`src/rtl/rstseq_pkg.sv`:
```
package rstseq_pkg;

    // Sequencer states
    typedef enum logic [1:0] {
        SEQ_HOLD  = 2'd0,
        SEQ_COUNT = 2'd1,
        SEQ_RUN   = 2'd2
    } seq_state_t;

    // External memory data bus width code
    typedef enum logic [1:0] {
        BW_8  = 2'd0,
        BW_16 = 2'd1,
        BW_32 = 2'd2
    } bus_width_t;

    // Strap decode; the reserved code falls back to the narrowest bus
    function automatic bus_width_t strap_to_width(input logic [1:0] strap);
        bus_width_t w;
        case (strap)
            2'b01:   w = BW_16;
            2'b10:   w = BW_32;
            default: w = BW_8;
        endcase
        return w;
    endfunction

endpackage

```
`src/rtl/rstseq_sync.sv`:
```
module rstseq_sync #(
    parameter int WIDTH  = 3,
    parameter int STAGES = 2
) (
    input  logic             clk,
    input  logic             rst_async,
    input  logic [WIDTH-1:0] d,
    output logic [WIDTH-1:0] q
);
    localparam int DEPTH = (STAGES < 1) ? 1 : STAGES;

    logic [DEPTH-1:0][WIDTH-1:0] chain_q;

    always_ff @(posedge clk or posedge rst_async) begin
        if (rst_async) begin
            chain_q <= '0;
        end else begin
            chain_q[0] <= d;
            for (int s = 1; s < DEPTH; s++) begin
                chain_q[s] <= chain_q[s-1];
            end
        end
    end

    assign q = chain_q[DEPTH-1];

endmodule

```
`src/rtl/rstseq_fsm.sv`:
```
module rstseq_fsm
    import rstseq_pkg::*;
#(
    parameter int WAKE_CYCLES = 4096,
    parameter int NSRC        = 3
) (
    input  logic            clk,
    input  logic            por,
    input  logic [NSRC-1:0] src_active,
    input  logic            osc_ready,
    output logic            release_now,
    output logic            core_rst_n
);
    localparam int CNT_W = (WAKE_CYCLES > 1) ? $clog2(WAKE_CYCLES) : 1;
    localparam logic [CNT_W-1:0] CNT_LAST = CNT_W'(WAKE_CYCLES - 1);

    seq_state_t       state_q, state_d;
    logic [CNT_W-1:0] cnt_q, cnt_d;
    logic             any_src;
    logic             rst_n_q;

    assign any_src = |src_active;

    // Next-state and wake-up counter logic
    always_comb begin
        state_d = state_q;
        cnt_d   = cnt_q;
        unique case (state_q)
            SEQ_HOLD: begin
                cnt_d = '0;
                if (!any_src) begin
                    state_d = SEQ_COUNT;          // quiet
                end
            end
            SEQ_COUNT: begin
                if (any_src) begin
                    state_d = SEQ_HOLD;           // retrigger
                    cnt_d   = '0;
                end else if (osc_ready) begin
                    if (cnt_q == CNT_LAST) begin
                        state_d = SEQ_RUN;        // expire
                        cnt_d   = '0;
                    end else begin
                        cnt_d = cnt_q + 1'b1;
                    end
                end
            end
            SEQ_RUN: begin
                if (any_src) begin
                    state_d = SEQ_HOLD;           // trip
                end
            end
            default: begin
                state_d = SEQ_HOLD;
                cnt_d   = '0;
            end
        endcase
    end

    // State register
    always_ff @(posedge clk or posedge por) begin
        if (por) begin
            state_q <= SEQ_HOLD;
            cnt_q   <= '0;
        end else begin
            state_q <= state_d;
            cnt_q   <= cnt_d;
        end
    end

    // Output register
    always_ff @(posedge clk or posedge por) begin
        if (por) begin
            rst_n_q <= 1'b0;
        end else begin
            rst_n_q <= (state_d == SEQ_RUN);
        end
    end

    assign core_rst_n  = rst_n_q;
    assign release_now = (state_q == SEQ_COUNT) && (state_d == SEQ_RUN);

    // an active synchronized source keeps the reset asserted
    p_src_forces_reset_r1: assert property (@(posedge clk) disable iff (por)
        any_src |=> !core_rst_n);

    // counter stays inside its window
    p_count_bound_r2: assert property (@(posedge clk) disable iff (por)
        cnt_q <= CNT_LAST);

    // release only after a counted edge with the oscillator ready
    p_release_needs_osc_r4: assert property (@(posedge clk) disable iff (por)
        $rose(core_rst_n) |-> $past(osc_ready));

endmodule

```
`src/rtl/rstseq_boot_cfg.sv`:
```
module rstseq_boot_cfg
    import rstseq_pkg::*;
#(
    parameter int NSRC = 3
) (
    input  logic            clk,
    input  logic            por,
    input  logic            release_now,
    input  logic [1:0]      boot_strap,
    input  logic [NSRC-1:0] src_active,
    input  logic            clr_we,
    input  logic [NSRC:0]   clr_mask,
    input  logic            swap_clr,
    output bus_width_t      width,
    output logic            cs_swap,
    output logic [NSRC:0]   cause
);
    logic       boot_pending_q;
    bus_width_t width_q;
    logic       swap_q;
    logic [NSRC:0] cause_q;

    // Power-on episode marker: arms the strap capture
    always_ff @(posedge clk or posedge por) begin
        if (por) begin
            boot_pending_q <= 1'b1;
        end else if (release_now) begin
            boot_pending_q <= 1'b0;
        end
    end

    // Strap capture on the release edge of a power-on episode
    always_ff @(posedge clk or posedge por) begin
        if (por) begin
            width_q <= BW_8;
        end else if (release_now && boot_pending_q) begin
            width_q <= strap_to_width(boot_strap);
        end
    end

    // Chip-select swap flag
    always_ff @(posedge clk or posedge por) begin
        if (por) begin
            swap_q <= 1'b1;
        end else if (swap_clr) begin
            swap_q <= 1'b0;
        end
    end

    // Cause bit 0: power-on
    logic por_bit_q;
    always_ff @(posedge clk or posedge por) begin
        if (por) begin
            por_bit_q <= 1'b1;
        end else if (clr_we && clr_mask[0]) begin
            por_bit_q <= 1'b0;
        end
    end
    assign cause_q[0] = por_bit_q;

    // Cause bits for the synchronized sources; set wins over clear
    for (genvar i = 1; i <= NSRC; i++) begin : g_cause
        logic bit_q;
        always_ff @(posedge clk or posedge por) begin
            if (por) begin
                bit_q <= 1'b0;
            end else if (src_active[i-1]) begin
                bit_q <= 1'b1;
            end else if (clr_we && clr_mask[i]) begin
                bit_q <= 1'b0;
            end
        end
        assign cause_q[i] = bit_q;
    end

    assign width   = width_q;
    assign cs_swap = swap_q;
    assign cause   = cause_q;

    // width moves only on a release edge
    p_width_hold_r6: assert property (@(posedge clk) disable iff (por)
        !release_now |=> $stable(width_q));

    // only power-on reset can set the swap flag
    p_swap_no_self_set_r7: assert property (@(posedge clk) disable iff (por)
        !$rose(swap_q));

    // the power-on cause bit is never set outside power-on reset
    p_por_bit_only_por_r8: assert property (@(posedge clk) disable iff (por)
        !$rose(cause_q[0]));

endmodule

```
`src/rtl/reset_boot_ctrl.sv`:
```
module reset_boot_ctrl
    import rstseq_pkg::*;
#(
    parameter int WAKE_CYCLES = 4096,
    parameter int SYNC_STAGES = 2
) (
    input  logic       clk,
    input  logic       por,
    input  logic       ext_rst_n,
    input  logic       wdt_rst,
    input  logic       bod_rst,
    input  logic       osc_ready,
    input  logic [1:0] boot_strap,
    input  logic       sw_cause_clr_we,
    input  logic [3:0] sw_cause_clr_mask,
    input  logic       sw_swap_clr,
    output logic       core_rst_n,
    output logic [1:0] bus_width,
    output logic       cs_swap,
    output logic [3:0] rst_cause
);
    localparam int NSRC = 3;

    logic [NSRC-1:0] src_raw;
    logic [NSRC-1:0] src_sync;
    logic            release_now;
    bus_width_t      width;

    // Active-high source vector: [0] pin, [1] watchdog, [2] brownout
    assign src_raw = {bod_rst, wdt_rst, ~ext_rst_n};

    rstseq_sync #(
        .WIDTH  (NSRC),
        .STAGES (SYNC_STAGES)
    ) u_sync (
        .clk       (clk),
        .rst_async (por),
        .d         (src_raw),
        .q         (src_sync)
    );

    rstseq_fsm #(
        .WAKE_CYCLES (WAKE_CYCLES),
        .NSRC        (NSRC)
    ) u_fsm (
        .clk         (clk),
        .por         (por),
        .src_active  (src_sync),
        .osc_ready   (osc_ready),
        .release_now (release_now),
        .core_rst_n  (core_rst_n)
    );

    rstseq_boot_cfg #(
        .NSRC (NSRC)
    ) u_cfg (
        .clk         (clk),
        .por         (por),
        .release_now (release_now),
        .boot_strap  (boot_strap),
        .src_active  (src_sync),
        .clr_we      (sw_cause_clr_we),
        .clr_mask    (sw_cause_clr_mask),
        .swap_clr    (sw_swap_clr),
        .width       (width),
        .cs_swap     (cs_swap),
        .cause       (rst_cause)
    );

    assign bus_width = width;

endmodule

```
`config.mk`:
```
export PLATFORM = sky130hd
export DESIGN_NAME = reset_boot_ctrl
export DESIGN_NICKNAME = d
export VERILOG_FILES = /design/src/rtl/rstseq_pkg.sv /design/src/rtl/rstseq_sync.sv /design/src/rtl/rstseq_fsm.sv /design/src/rtl/rstseq_boot_cfg.sv /design/src/rtl/reset_boot_ctrl.sv
export SDC_FILE = /design/constraint.sdc
export NUM_CORES = 1
export LEC_CHECK = 0
export ABC_AREA = 1
export BUFFER_PORTS_ARGS = -buffer_cell sky130_fd_sc_hd__buf_2
export CORE_MARGIN = 2
export CORE_UTILIZATION = 40
export CTS_BUF_LIST = sky130_fd_sc_hd__clkbuf_4 sky130_fd_sc_hd__clkbuf_8
export DETAILED_ROUTE_END_ITERATION = 6
export GPL_TIMING_DRIVEN = 0
export MAX_ROUTING_LAYER = met4
export PLACE_DENSITY = 0.68
export SYNTH_ARGS = -nofsm -noshare
export SYNTH_HDL_FRONTEND = slang
export SYNTH_SLANG_ARGS = --single-unit
```
`constraint.sdc`:
```
create_clock -name clk -period 1.9 [get_ports clk]
set_clock_uncertainty 0.1 [all_clocks]
set_input_delay 0.285 -clock clk [delete_from_list [all_inputs] [get_ports clk]]
set_output_delay 0.285 -clock clk [all_outputs]
set_load 0.02 [all_outputs]
```
* Yosys cells after proc, flatten, opt, wreduce, memory -nomap -nowiden
Index checks and enable logic that the tools add are counted.
** Word-level totals
- Register bits after elaboration :: 29
- Input port bits :: 14
- Output and inout bits :: 8
- Word-level logic and storage cells :: 51
** Cells by class
- Equal/unequal tests :: 7
- Add/subtract/negate cells :: 1
- Multiplexer cells :: 17
- Bitwise logic cells :: 2
- Reduce and logical (&&, ||, !) cells :: 12
** Operators by type and width (number)
- 12-bit two-way mux :: 3
- 12-bit case mux with 2 select lines :: 1
- 12-bit by 1-bit adder with 12-bit output (second input constant) :: 1
- 12-bit == test (second input constant) :: 1
- 2-bit two-way mux :: 5
- 2-bit == test (second input constant) :: 3
- 1-bit logical AND :: 6
- 1-bit two-way mux :: 6
- 2-bit case mux with 3 select lines :: 1
- 2-bit nonzero test :: 3
- 2-bit by 1-bit == test with 1-bit output (second input constant) :: 2
- 2-bit case mux with 2 select lines :: 1
- 3-bit by 2-bit != test with 1-bit output (second input constant) :: 1
- 3-bit OR reduction :: 1
- 2-bit zero test :: 1
- 1-bit NOT :: 2
- 2-bit AND reduction :: 1

* Depth between registers and ports, before layout
Gate-level depths: netlist (run 1).
- Depth after elaboration :: 8
- Mapped depth :: 10

* Modules after synthesis
A second synthesis (run 1) with hierarchy kept.
** Unflattened totals
- Cell total of the unflattened synthesis :: 189
- Area total of the unflattened synthesis :: 1492.7 um^2
** Modules (own cells, without submodules)
- rstseq_fsm :: times used 1, area an instance 959.7 um^2, cells an instance 136, seq. area each 375.4 um^2
- rstseq_boot_cfg :: times used 1, area an instance 352.8 um^2, cells an instance 42, seq. area each 203.9 um^2
- rstseq_sync :: times used 1, area an instance 176.4 um^2, cells an instance 10, seq. area each 150.1 um^2
- reset_boot_ctrl :: times used 1, area an instance 3.8 um^2, cells an instance 1, seq. area each 0.0 um^2

* Least setup slack after synthesis (run 1)
Ideal clock, no wire load.
- Path kind :: register to register
- From :: register u_fsm.cnt_q[0]
- To :: register u_cfg.width_q[0] (netlist: u_cfg.width[0])
- Library setup time :: 0.117 ns
- Slack :: 0.494 ns
- Cell stages (with the launch flop) :: 9
- Arrival :: 1.189 ns
- Clock period less this slack :: 1.406 ns
- Path through :: dfrtp_1 > ha_1 > nand2_1 > nor2_4 > nand3_2 > nor2_1 > nand3_1 > nand2_1 > nand2_1
** Between the ends
- Word-level cells in the longest chain between the ends :: 8
** Ends and longest elaborated chain
- start, declared :: RTL line rstseq_fsm.sv:18 : logic [CNT_W-1:0] cnt_q, cnt_d;
- start signal, assigned :: RTL line rstseq_fsm.sv:67 : cnt_q <= cnt_d;
- 12-bit == test :: RTL line rstseq_fsm.sv:40 : if (cnt_q == CNT_LAST) begin
- 2-bit two-way mux :: RTL line rstseq_fsm.sv:40
- 2-bit two-way mux :: RTL line rstseq_fsm.sv:39 : end else if (osc_ready) begin
- 2-bit two-way mux :: RTL line rstseq_fsm.sv:36 : if (any_src) begin
- 2-bit case mux with 3 select lines :: RTL line rstseq_fsm.sv:28 : unique case (state_q)
- 2-bit == test :: RTL line rstseq_fsm.sv:81 : assign release_now = (state_q == SEQ_COUNT) && (state_d == SEQ_RUN);
- 1-bit logical AND :: RTL line rstseq_fsm.sv:81
- 1-bit logical AND :: RTL line rstseq_boot_cfg.sv:36 : end else if (release_now && boot_pending_q) begin
- end signal, assigned :: RTL line rstseq_boot_cfg.sv:37 : width_q <= strap_to_width(boot_strap);
- end, declared :: RTL line rstseq_boot_cfg.sv:19 : bus_width_t width_q;
No other way between the ends.
A chain may end at the register's enable or synchronous reset.

* Worst setup path after layout (run 1)
- From :: register u_fsm.cnt_q[0]
- To :: register u_fsm.cnt_q[11]
** Between the ends
- Word-level cells in the longest chain between the ends :: 5
- Elaborated cells on any way between the ends :: 6
** Ends and longest elaborated chain (RTL line)
- 12-bit by 1-bit adder with 12-bit output / 12-bit == test (equally long branches) :: rstseq_fsm.sv:44, rstseq_fsm.sv:40
- 12-bit two-way mux * :: rstseq_fsm.sv:40
- 12-bit two-way mux * :: rstseq_fsm.sv:39
- 12-bit two-way mux * :: rstseq_fsm.sv:36
- 12-bit case mux with 2 select lines * :: rstseq_fsm.sv:28
Every way passes the cells marked *; elsewhere a longest branch is shown, timed or not. The select of a mux whose other input is x is not followed.

==> flow_metrics.env, run 1 <==
export IMPL_async_flop_share_pct=100
export IMPL_clk_pin_slew_ns=0.10
export IMPL_busiest_layer="met2"
export IMPL_use_met3_pct=5.28
export IMPL_min_period_over_period_pct=84.9
export IMPL_slew_viol_final=0
export IMPL_area_delta_synth_final_pct=20.4
export IMPL_p_per_area_nw_per_um2=700
export IMPL_pin_count=22
export IMPL_multi_input_area_um2=562
export IMPL_cts_buffer_depth=2
export IMPL_start_kind="flip-flop"
export IMPL_grtUsageMet1_pct=18.3
export IMPL_num_vias=1147
export IMPL_die_w_um=63.9
export IMPL_worstHoldPathType="input port to flip-flop"
export IMPL_power_mw=1.21
export IMPL_synth_edf_count=0
export IMPL_tightest_slew_ns=1.06
export IMPL_grt_pass1_vias=1064
export IMPL_antenna_left=0
export IMPL_grtUsageTotal_pct=15.1
export IMPL_r2r_cells=10
export IMPL_drc_errors=0
export IMPL_synthCells=172
export IMPL_syn_avg_cell_area_um2=8.34
export IMPL_finalHoldWorstSlack_ns=0.0310
export IMPL_leakage_nw=0.879
export IMPL_cts_sinks=29
export IMPL_ys_seq_area_share_pct=50.8
export IMPL_antenna_found_initial=0
export IMPL_cts_inserted_buffers=5
export IMPL_whs_path_depth=2
export IMPL_max_clock_freq_ghz=0.620
export IMPL_vdd_drop_max_mv=0.394
export IMPL_ys_types=26
export IMPL_layout_commonest_cell="nand2_1"
export IMPL_grt_pass1_wl_mm=4.53
export IMPL_period_needed_ns=1.61
export IMPL_fillCellCount=323
export IMPL_tritoncts="done"
export IMPL_tns_ns=0
export IMPL_rows=21
export IMPL_hold_viol=0
export IMPL_htreeDepth=2
export IMPL_status="finished clean"
export IMPL_drive_gt1_share_pct=24.8
export IMPL_routed_via_density=4.55
export IMPL_diodes=0
export IMPL_grt_overflow_total=0
export IMPL_ctsResizeCount=0
export IMPL_dp_cells=239
export IMPL_synth_warning_count=0
export IMPL_finalWirelength_mm=2.60
export IMPL_cts_root_buf="clkbuf_4"
export IMPL_dp_hpwl_mm=1.91
export IMPL_crit_fanout=6
export IMPL_setup_violations_final=0
export IMPL_synth_seq_cells=29
export IMPL_die_h_um=63.9
export IMPL_critical_path_required_ns=2.06
export IMPL_crit_type="flip-flop to flip-flop"
export IMPL_core_area_um2=3390
export IMPL_crit_arrival_ns=1.77
export IMPL_rsz0062_at_grt="false"
export IMPL_synthFlopType="dfrtp_1"
export IMPL_synth_area_um2=1440
export IMPL_initial_core_util_pct=42.3
export IMPL_firstDrtPassIters=4
export IMPL_final_cell_mix="nand2_1 (45), inv_1 (26), dfrtp_1 (26)"
export IMPL_io_buffers=21
export IMPL_cap_violations=0
export IMPL_grt_max_degree=30
export IMPL_final_nets=220
export IMPL_syn_nets=187
export IMPL_stdcell_count=252
export IMPL_use_met2_pct=22.0
export IMPL_clk_latency_ns=0.33
export IMPL_drtIter0Drc=56
export IMPL_regArea_um2=729
export IMPL_max_slew_margin_pct=29.1
export IMPL_dieArea_um2=4080
export IMPL_critPathCaptureType="flip-flop"
export IMPL_wire_per_inst_um=10.3
export IMPL_gp_congestion=0.847
per-layer routing:
layer / vias up / share of wire [%]
li1: 603 / -
met1: 519 / 48
met2: 23 / 47
met3: 2 / 3.9
met4: 0 / 1.3
met5: - / 0
stage by stage:
stage,worst slack [ns],utilization [%],area (µm²)
after global placement,0.348,47.1,1600
after floorplan,0.494,-,1440
after CTS,0.290,51.0,1730
after global routing,0.130,51.0,1730
after detailed placement,0.334,47.1,1600
final,0.288,51.0,1730
power breakdown:
group	leakage [nW]	internal (mW)	switching, mW
Clock	0.0456	0.290	0.214
Combinational	0.465	0.0315	0.0376
Sequential	0.368	0.629	0.00673
synthesized netlist by cell type, types with 3 or more instances:
cell	number	share of area, %
a21o_1	3	1.6
nand4_1	3	1.3
o21bai_1	3	1.6
dfrtp_1	26	45
dfstp_2	3	5.5
nand2_1	45	12
inv_1	26	6.8
o21ai_0	4	1.4
buf_4	4	2.1
nor2_2	6	2.6
nand3_1	15	5.2
nor2_1	17	4.4
layout make-up:
class | instances | area share, %
Timing Repair Buffer | 26 | 8.98
Sequential cell | 29 | 42.2
Clock buffer | 6 | 2.61
Clock inverter | 2 | 2.03
Tap cell | 46 | 3.33
Multi-Input combinational cell | 111 | 32.5
Inverter | 26 | 5.65
Buffer | 6 | 2.68
final timing paths:
path	start	to	slack [ns]
worst max register to register	u_fsm.cnt_q[0]$_DFFE_PP0P_	u_fsm.cnt_q[11]$_DFFE_PP0P_	0.29
min in group asynchronous	por	u_fsm.cnt_q[0]$_DFFE_PP0P_	0.10
max in group asynchronous	por	u_fsm.cnt_q[9]$_DFFE_PP0P_	0.94
worst min-delay path	sw_cause_clr_we	u_cfg.por_bit_q$_DFFE_PP1P_	0.03
worst min register to register	u_sync.chain_q[0]$_DFF_PP0_	u_sync.q[0]$_DFF_PP0_	0.24
worst max-delay path	u_fsm.cnt_q[0]$_DFFE_PP0P_	u_fsm.cnt_q[11]$_DFFE_PP0P_	0.29
worst max-delay path, cell delays in order, from the launching register on:
cell,delay [ns]
dfrtp_1,0.43
ha_1,0.22
nand2_1,0.13
nor2_4,0.06
nand2_1,0.08
nor2_2,0.05
nor2_2,0.22
nand2_1,0.08
nand2_1,0.06
nand2_1,0.06
inv_1,0.05
flip-flops by register name, indices dropped and copies added, names as in the netlist:
signal                cells
u_cfg.width               2
u_cfg.cs_swap             1
u_cfg.por_bit_q           1
u_cfg.boot_pending_q      1
u_fsm.cnt_q              12
u_sync.chain_q            3
u_sync.q                  3
u_fsm.state_q             2
u_fsm.core_rst_n          1
u_cfg.g_cause.bit_q       3
what timing repair did:
action,in CTS,in global routing
buffers inserted,0,0
endpoints found under the hold margin,5,0
hold buffers,5,0
kinds of logic after synthesis:
logic type      after synthesis  share of synthesized area [%]
simple gates                 94                           30.8
flops                        29                           50.8
compound gates               16                           7.50
fa+ha+maj                     1                          0.872
buf+inv                      32                           10.0
(Power assumes the default switching activity.)
==> run 2: changes to the inputs <==
--- a/config.mk
+++ b/config.mk
@@ -13,7 +13,7 @@
 export DETAILED_ROUTE_END_ITERATION = 6
 export GPL_TIMING_DRIVEN = 0
 export MAX_ROUTING_LAYER = met4
-export PLACE_DENSITY = 0.68
+export PLACE_DENSITY = 0.7
 export SYNTH_ARGS = -nofsm -noshare
 export SYNTH_HDL_FRONTEND = slang
 export SYNTH_SLANG_ARGS = --single-unit
==> constraint.sdc (replaced) <==
create_clock -name clk -period 1.45 [get_ports clk]
set_clock_uncertainty 0.1 [all_clocks]
set_input_delay 0.2175 -clock clk [delete_from_list [all_inputs] [get_ports clk]]
set_output_delay 0.2175 -clock clk [all_outputs]
set_load 0.02 [all_outputs]
==> run 2 against run 1 <==
The flow now finishes with violations (negative setup slack). Via count increased by 3.6%. Clock power increased by 40%. First-iteration DRC count decreased by 52%. Routed wire length increased by 4.5%. Setup slack got worse by 0.42 ns. Critical path depth decreased by 1. Hold slack got worse by 0.0081 ns. Total power increased by 35%. Sequential share of layout area decreased by 3.0 points. Maximum frequency increased by 2.0%. Non-clock buffer count increased by 8. Largest cell class unchanged.
==> flow_metrics.env, run 2 (synthesis results as in run 1) <==
export IMPL_cts_sinks=29
export IMPL_finalWirelength_mm=2.72
export IMPL_cts_buffer_depth=2
export IMPL_cap_violations=0
export IMPL_violations="negative setup slack"
export IMPL_grtUsageTotal_pct=16.2
export IMPL_cts_inserted_buffers=5
export IMPL_tritoncts="done"
export IMPL_antenna_left=0
export IMPL_post_route_util_pct=54.9
export IMPL_status="finished with violations"
export IMPL_htreeDepth=2
export IMPL_crit_arrival_ns=1.70
export IMPL_antenna_found_initial=0
export IMPL_drive_gt1_share_pct=31.3
export IMPL_min_period_over_period_pct=109
export IMPL_pin_count=22
export IMPL_leakage_nw=0.925
export IMPL_setup_violations_final=15
export IMPL_grt_max_degree=30
export IMPL_critPathCaptureType="flip-flop"
export IMPL_final_cell_mix="nand2_1 (41), inv_1 (26), dfrtp_1 (26)"
export IMPL_dieArea_um2=4080
export IMPL_grt_overflow_total=0
export IMPL_clk_latency_ns=0.33
export IMPL_grt_pass1_wl_mm=4.89
export IMPL_diodes=0
export IMPL_period_needed_ns=1.58
export IMPL_largest_register_ffs=12
export IMPL_tightest_slew_ns=1.04
export IMPL_critPathMaxStageDelay_ns=0.37
export IMPL_setup_ws_ns=-0.130
export IMPL_dp_hpwl_mm=1.84
export IMPL_crit_fanout=5
export IMPL_crit_type="flip-flop to flip-flop"
export IMPL_drtIter0Drc=27
export IMPL_clk_pin_slew_ns=0.10
export IMPL_critPathBufInv=1
export IMPL_vdd_drop_max_mv=0.689
export IMPL_area_delta_synth_final_pct=29.6
export IMPL_fillCellCount=313
export IMPL_rsz0062_at_grt="true"
export IMPL_grt_pass1_vias=1142
export IMPL_max_slew_margin_pct=30.3
export IMPL_gp_congestion=0.869
export IMPL_p_per_area_nw_per_um2=879
export IMPL_rows=21
export IMPL_critical_path_top_delay_family="simple AND/OR/NAND/NOR gates"
export IMPL_dp_slack_ns=-0.127
export IMPL_regMostFlops="u_fsm.cnt_q"
export IMPL_core_area_um2=3390
export IMPL_critical_path_required_ns=1.57
export IMPL_drc_errors=0
export IMPL_start_kind="flip-flop"
export IMPL_num_vias=1188
export IMPL_worstPathCellList="ha_2 -> nand2_2 -> nor2_4 -> nand2_2 -> nor2_4 -> buf_6 -> o21ai_4 -> nand2_1 -> nor2_1"
export IMPL_power_mw=1.64
export IMPL_finalHoldWorstSlack_ns=0.0229
export IMPL_slowest_stage="dfrtp_1"
export IMPL_slew_viol_final=0
export IMPL_io_buffers=21
export IMPL_ff2ff_setup_slack_ns=-0.13
export IMPL_die_h_um=63.9
export IMPL_cts_root_buf="clkbuf_4"
export IMPL_wire_per_inst_um=10.5
export IMPL_worstHoldPathType="input port to async pin"
export IMPL_max_clock_freq_ghz=0.633
export IMPL_die_w_um=63.9
export IMPL_hold_viol=0
export IMPL_firstDrtPassIters=4
export IMPL_initial_core_util_pct=42.3
export IMPL_routed_via_density=4.57
export IMPL_layout_commonest_cell="nand2_1"
export IMPL_final_nets=228
run 2: cell types whose count changed in the layout (fill, tap and decap cells not counted), sizes merged:
cell / delta
buf: +7
clkinvlp: +1
clkinv: -1
dlygate4sd3: +1
run 2: layout make-up:
cell class,count,area (µm²),area share (%)
tap,46,57.6,3.09
buffer,6,46.3,2.49
clock buffer,6,51.3,2.76
inverter,26,97.6,5.25
sequential,29,729,39.2
multi-input combinational,111,617,33.2
clock inverter,2,37.5,2.02
timing repair buffer,34,224,12.0
run 2: stage by stage:
step	area, µm²	cells	TNS (ns)
floorplan	1440	172	0
global placement	1600	239	-0.815
detailed placement	1600	239	-0.850
CTS	1790	255	-0.352
global route	1860	260	-3.13
finish	1860	260	-1.21
run 2: final timing paths:
check / cells past startpoint / startpoint / endpoint
worst max-delay path: 9 / u_fsm.cnt_q[0]$_DFFE_PP0P_ / u_fsm.cnt_q[10]$_DFFE_PP0P_
worst min-delay path: 2 / por / u_fsm.cnt_q[2]$_DFFE_PP0P_
worst max register to register: 9 / u_fsm.cnt_q[0]$_DFFE_PP0P_ / u_fsm.cnt_q[10]$_DFFE_PP0P_
worst min register to register: 0 / u_sync.chain_q[2]$_DFF_PP0_ / u_sync.q[2]$_DFF_PP0_
max in group asynchronous: 2 / por / u_fsm.cnt_q[11]$_DFFE_PP0P_
min in group clk: 4 / sw_cause_clr_mask[3] / u_cfg.g_cause[3].bit_q$_DFFE_PP0P_
run 2: what timing repair did:
item / CTS / global route
endpoints found under the hold margin: 5 / 0
setup endpoints to repair: 16 / 19
resized for setup: 6 / 13
pin swaps: 0 / 6
buffers inserted: 2 / 5
hold buffers: 6 / 0
run 2: metal layers:
layer | share of wire, % | track usage [%]
met2 | 49 | 26.4
met1 | 45 | 18.5
met5 | 0 | -
met4 | 2.1 | 7.34
met3 | 4.6 | 4.75
run 2: power breakdown:
group / total (mW) / switching [mW] / internal, mW
Sequential: 0.832 / 0.00849 / 0.824
Clock: 0.708 / 0.298 / 0.410
Combinational: 0.0955 / 0.0515 / 0.0440
Total: 1.64 / 0.358 / 1.28
==> run 3: changes to the inputs <==
--- a/config.mk
+++ b/config.mk
@@ -6,7 +6,7 @@
 export NUM_CORES = 1
 export LEC_CHECK = 0
 export ABC_AREA = 1
-export BUFFER_PORTS_ARGS = -buffer_cell sky130_fd_sc_hd__buf_2
+export BUFFER_PORTS_ARGS = -buffer_cell sky130_fd_sc_hd__buf_4
 export CORE_MARGIN = 2
 export CORE_UTILIZATION = 40
 export CTS_BUF_LIST = sky130_fd_sc_hd__clkbuf_4 sky130_fd_sc_hd__clkbuf_8
==> run 3 against run 2 <==
The run still ends with negative setup slack left. Die area is the same. Sequential power is essentially flat. Final area grew 0.94%. Non-clock buffer count shrank 2. Clock power shrank 22%. Sequential cell count is the same. Final cell count shrank 0.77%. Hold slack gained 0.011 ns. Total power shrank 8.6%. Critical path depth is the same. Setup slack gained 0.0078 ns. Via count grew 0.34%.
==> flow_metrics.env, run 3 (synthesis results as in run 1) <==
export IMPL_fillCellCount=309
export IMPL_finalWirelength_mm=2.65
export IMPL_critPathCaptureType="flip-flop"
export IMPL_area_delta_synth_final_pct=30.9
export IMPL_wire_per_inst_um=10.3
export IMPL_die_w_um=63.9
export IMPL_pwr_share_comb_pct=7.3
export IMPL_cts_inserted_buffers=5
export IMPL_antenna_left=0
export IMPL_cts_root_buf="clkbuf_4"
export IMPL_switchingPower_mw=0.335
export IMPL_critical_path_required_ns=1.58
export IMPL_htreeDepth=2
export IMPL_antenna_found_initial=0
export IMPL_vdd_drop_max_mv=0.546
export IMPL_period_needed_ns=1.57
export IMPL_dp_slack_ns=-0.118
export IMPL_diodes=0
export IMPL_final_nets=226
export IMPL_rows=21
export IMPL_firstDrtPassIters=4
export IMPL_num_vias=1192
export IMPL_regArea_um2=729
export IMPL_tritoncts="done"
export IMPL_dieArea_um2=4080
export IMPL_regMostFlops="u_fsm.cnt_q"
export IMPL_crit_fanout=5
export IMPL_clk_latency_ns=0.33
export IMPL_crit_type="flip-flop to flip-flop"
export IMPL_multi_input_area_um2=618
export IMPL_start_kind="flip-flop"
export IMPL_switching_share_pct=22.4
export IMPL_hold_viol=0
export IMPL_p_per_area_nw_per_um2=796
export IMPL_cts_sinks=29
export IMPL_grt_max_degree=30
export IMPL_initial_core_util_pct=42.3
export IMPL_setup_ws_ns=-0.122
export IMPL_drc_errors=0
export IMPL_drtIter0Drc=29
export IMPL_core_area_um2=3390
export IMPL_pwr_share_clk_pct=37.0
export IMPL_final_cell_mix="nand2_1 (42), buf_4 (29), dfrtp_1 (26)"
export IMPL_slew_viol_final=0
export IMPL_pin_count=22
export IMPL_intPower_mw=1.16
export IMPL_worstHoldPathType="input port to flip-flop"
export IMPL_dp_hpwl_mm=1.84
export IMPL_largest_register_ffs=12
export IMPL_crit_arrival_ns=1.70
export IMPL_gp_congestion=0.808
export IMPL_cap_violations=0
export IMPL_cts_buffer_depth=2
export IMPL_min_period_over_period_pct=108
export IMPL_io_buffers=21
export IMPL_postPlaceCellArea_um2=1650
export IMPL_max_slew_margin_pct=29.9
export IMPL_max_clock_freq_ghz=0.636
export IMPL_die_h_um=63.9
export IMPL_sequentialPowerShare_pct=55.7
export IMPL_stdcell_area_um2=1880
export IMPL_drive_gt1_share_pct=30.2
export IMPL_routed_via_density=4.62
export IMPL_tightest_slew_ns=1.05
export IMPL_grt_pass1_wl_mm=4.80
export IMPL_violations="negative setup slack"
export IMPL_clk_pin_slew_ns=0.09
export IMPL_grtUsageTotal_pct=15.9
export IMPL_status="finished with violations"
export IMPL_leakage_nw=0.939
export IMPL_grt_overflow_total=0
export IMPL_layout_commonest_cell="nand2_1"
export IMPL_rsz0062_at_grt="true"
export IMPL_grt_pass1_vias=1146
export IMPL_setup_violations_final=16
## run 3: cell types whose count changed in the layout (fill, tap and decap cells not counted), moves of 2 or more
| cell | delta |
|---|---|
| buf_2 | -20 |
| buf_4 | +18 |
| nand2_2 | -2 |
| nor2_2 | +2 |
| o21ai_0 | +2 |
## run 3: what timing repair did
action / in CTS / in global routing
hold buffers: 6 / 0
endpoints found under the setup margin: 15 / 18
cloned: 0 / 0
endpoints found under the hold margin: 5 / 0
pin swaps: 0 / 8
gates resized for setup: 7 / 9
buffers inserted: 3 / 2
## run 3: critical path, stage by stage (launching register included)
cell     delay [ns]
dfrtp_1        0.37
ha_2           0.19
nand2_2        0.07
nor2_4         0.19
nand2_2        0.09
nor2_4         0.15
buf_6          0.12
o21ai_4        0.06
nand2_1        0.08
nor2_1         0.04
## run 3: area by class of cell
type / instances / area share (%)
Clock inverter: 1 / 0.266
Sequential cell: 29 / 38.8
Clock buffer: 7 / 3.46
Inverter: 26 / 5.20
Tap cell: 46 / 3.06
Timing Repair Buffer: 32 / 13.8
Buffer: 6 / 2.47
Multi-Input combinational cell: 111 / 32.9
## run 3: stage by stage
step / power, mW / cells / util, % / hold WS, ns / TNS, ns
CTS: 1.51 / 256 / 54.0 / 0.0281 / -0.229
global placement: 0.942 / 239 / 48.7 / 0.227 / -0.752
floorplan: 0.897 / 172 / - / 0.149 / 0
detailed placement: 0.944 / 239 / 48.7 / 0.228 / -0.841
global route: 1.57 / 258 / 55.4 / 0.0400 / -2.55
finish: 1.49 / 258 / 55.4 / 0.0339 / -1.11
## run 3: worst paths after layout
kind                                        startpoint                                 end  slack [ns]  cells after the start
max in group asynchronous                          por          u_fsm.state_q[0]$_DFF_PP0_        0.57                      2
max reg2reg                 u_fsm.cnt_q[0]$_DFFE_PP0P_          u_fsm.cnt_q[5]$_DFFE_PP0P_       -0.12                      9
min                               sw_cause_clr_mask[3]  u_cfg.g_cause[3].bit_q$_DFFE_PP0P_        0.03                      4
min in group asynchronous                          por          u_fsm.cnt_q[0]$_DFFE_PP0P_        0.05                      2
min reg2reg                u_sync.chain_q[2]$_DFF_PP0_               u_sync.q[2]$_DFF_PP0_        0.25                      0
max                         u_fsm.cnt_q[0]$_DFFE_PP0P_          u_fsm.cnt_q[5]$_DFFE_PP0P_       -0.12                      9
## run 3: routing by layer
layer  GRT usage [%]  part of all wire (%)  vias up
li1                -                     -      612
met1            18.3                    47      550
met2            24.0                    46       23
met3            5.99                   4.1        7
met4            8.70                   2.4        0
met5               -                     0        -
## run 3: power groups by stage
stage               logic (mW)  registers (mW)  clock network (mW)
finish                   0.109           0.832               0.553
detailed placement      0.0958           0.848                   0
global placement        0.0944           0.848                   0
global route             0.122           0.834               0.614
floorplan               0.0505           0.847                   0
CTS                      0.108           0.832               0.573
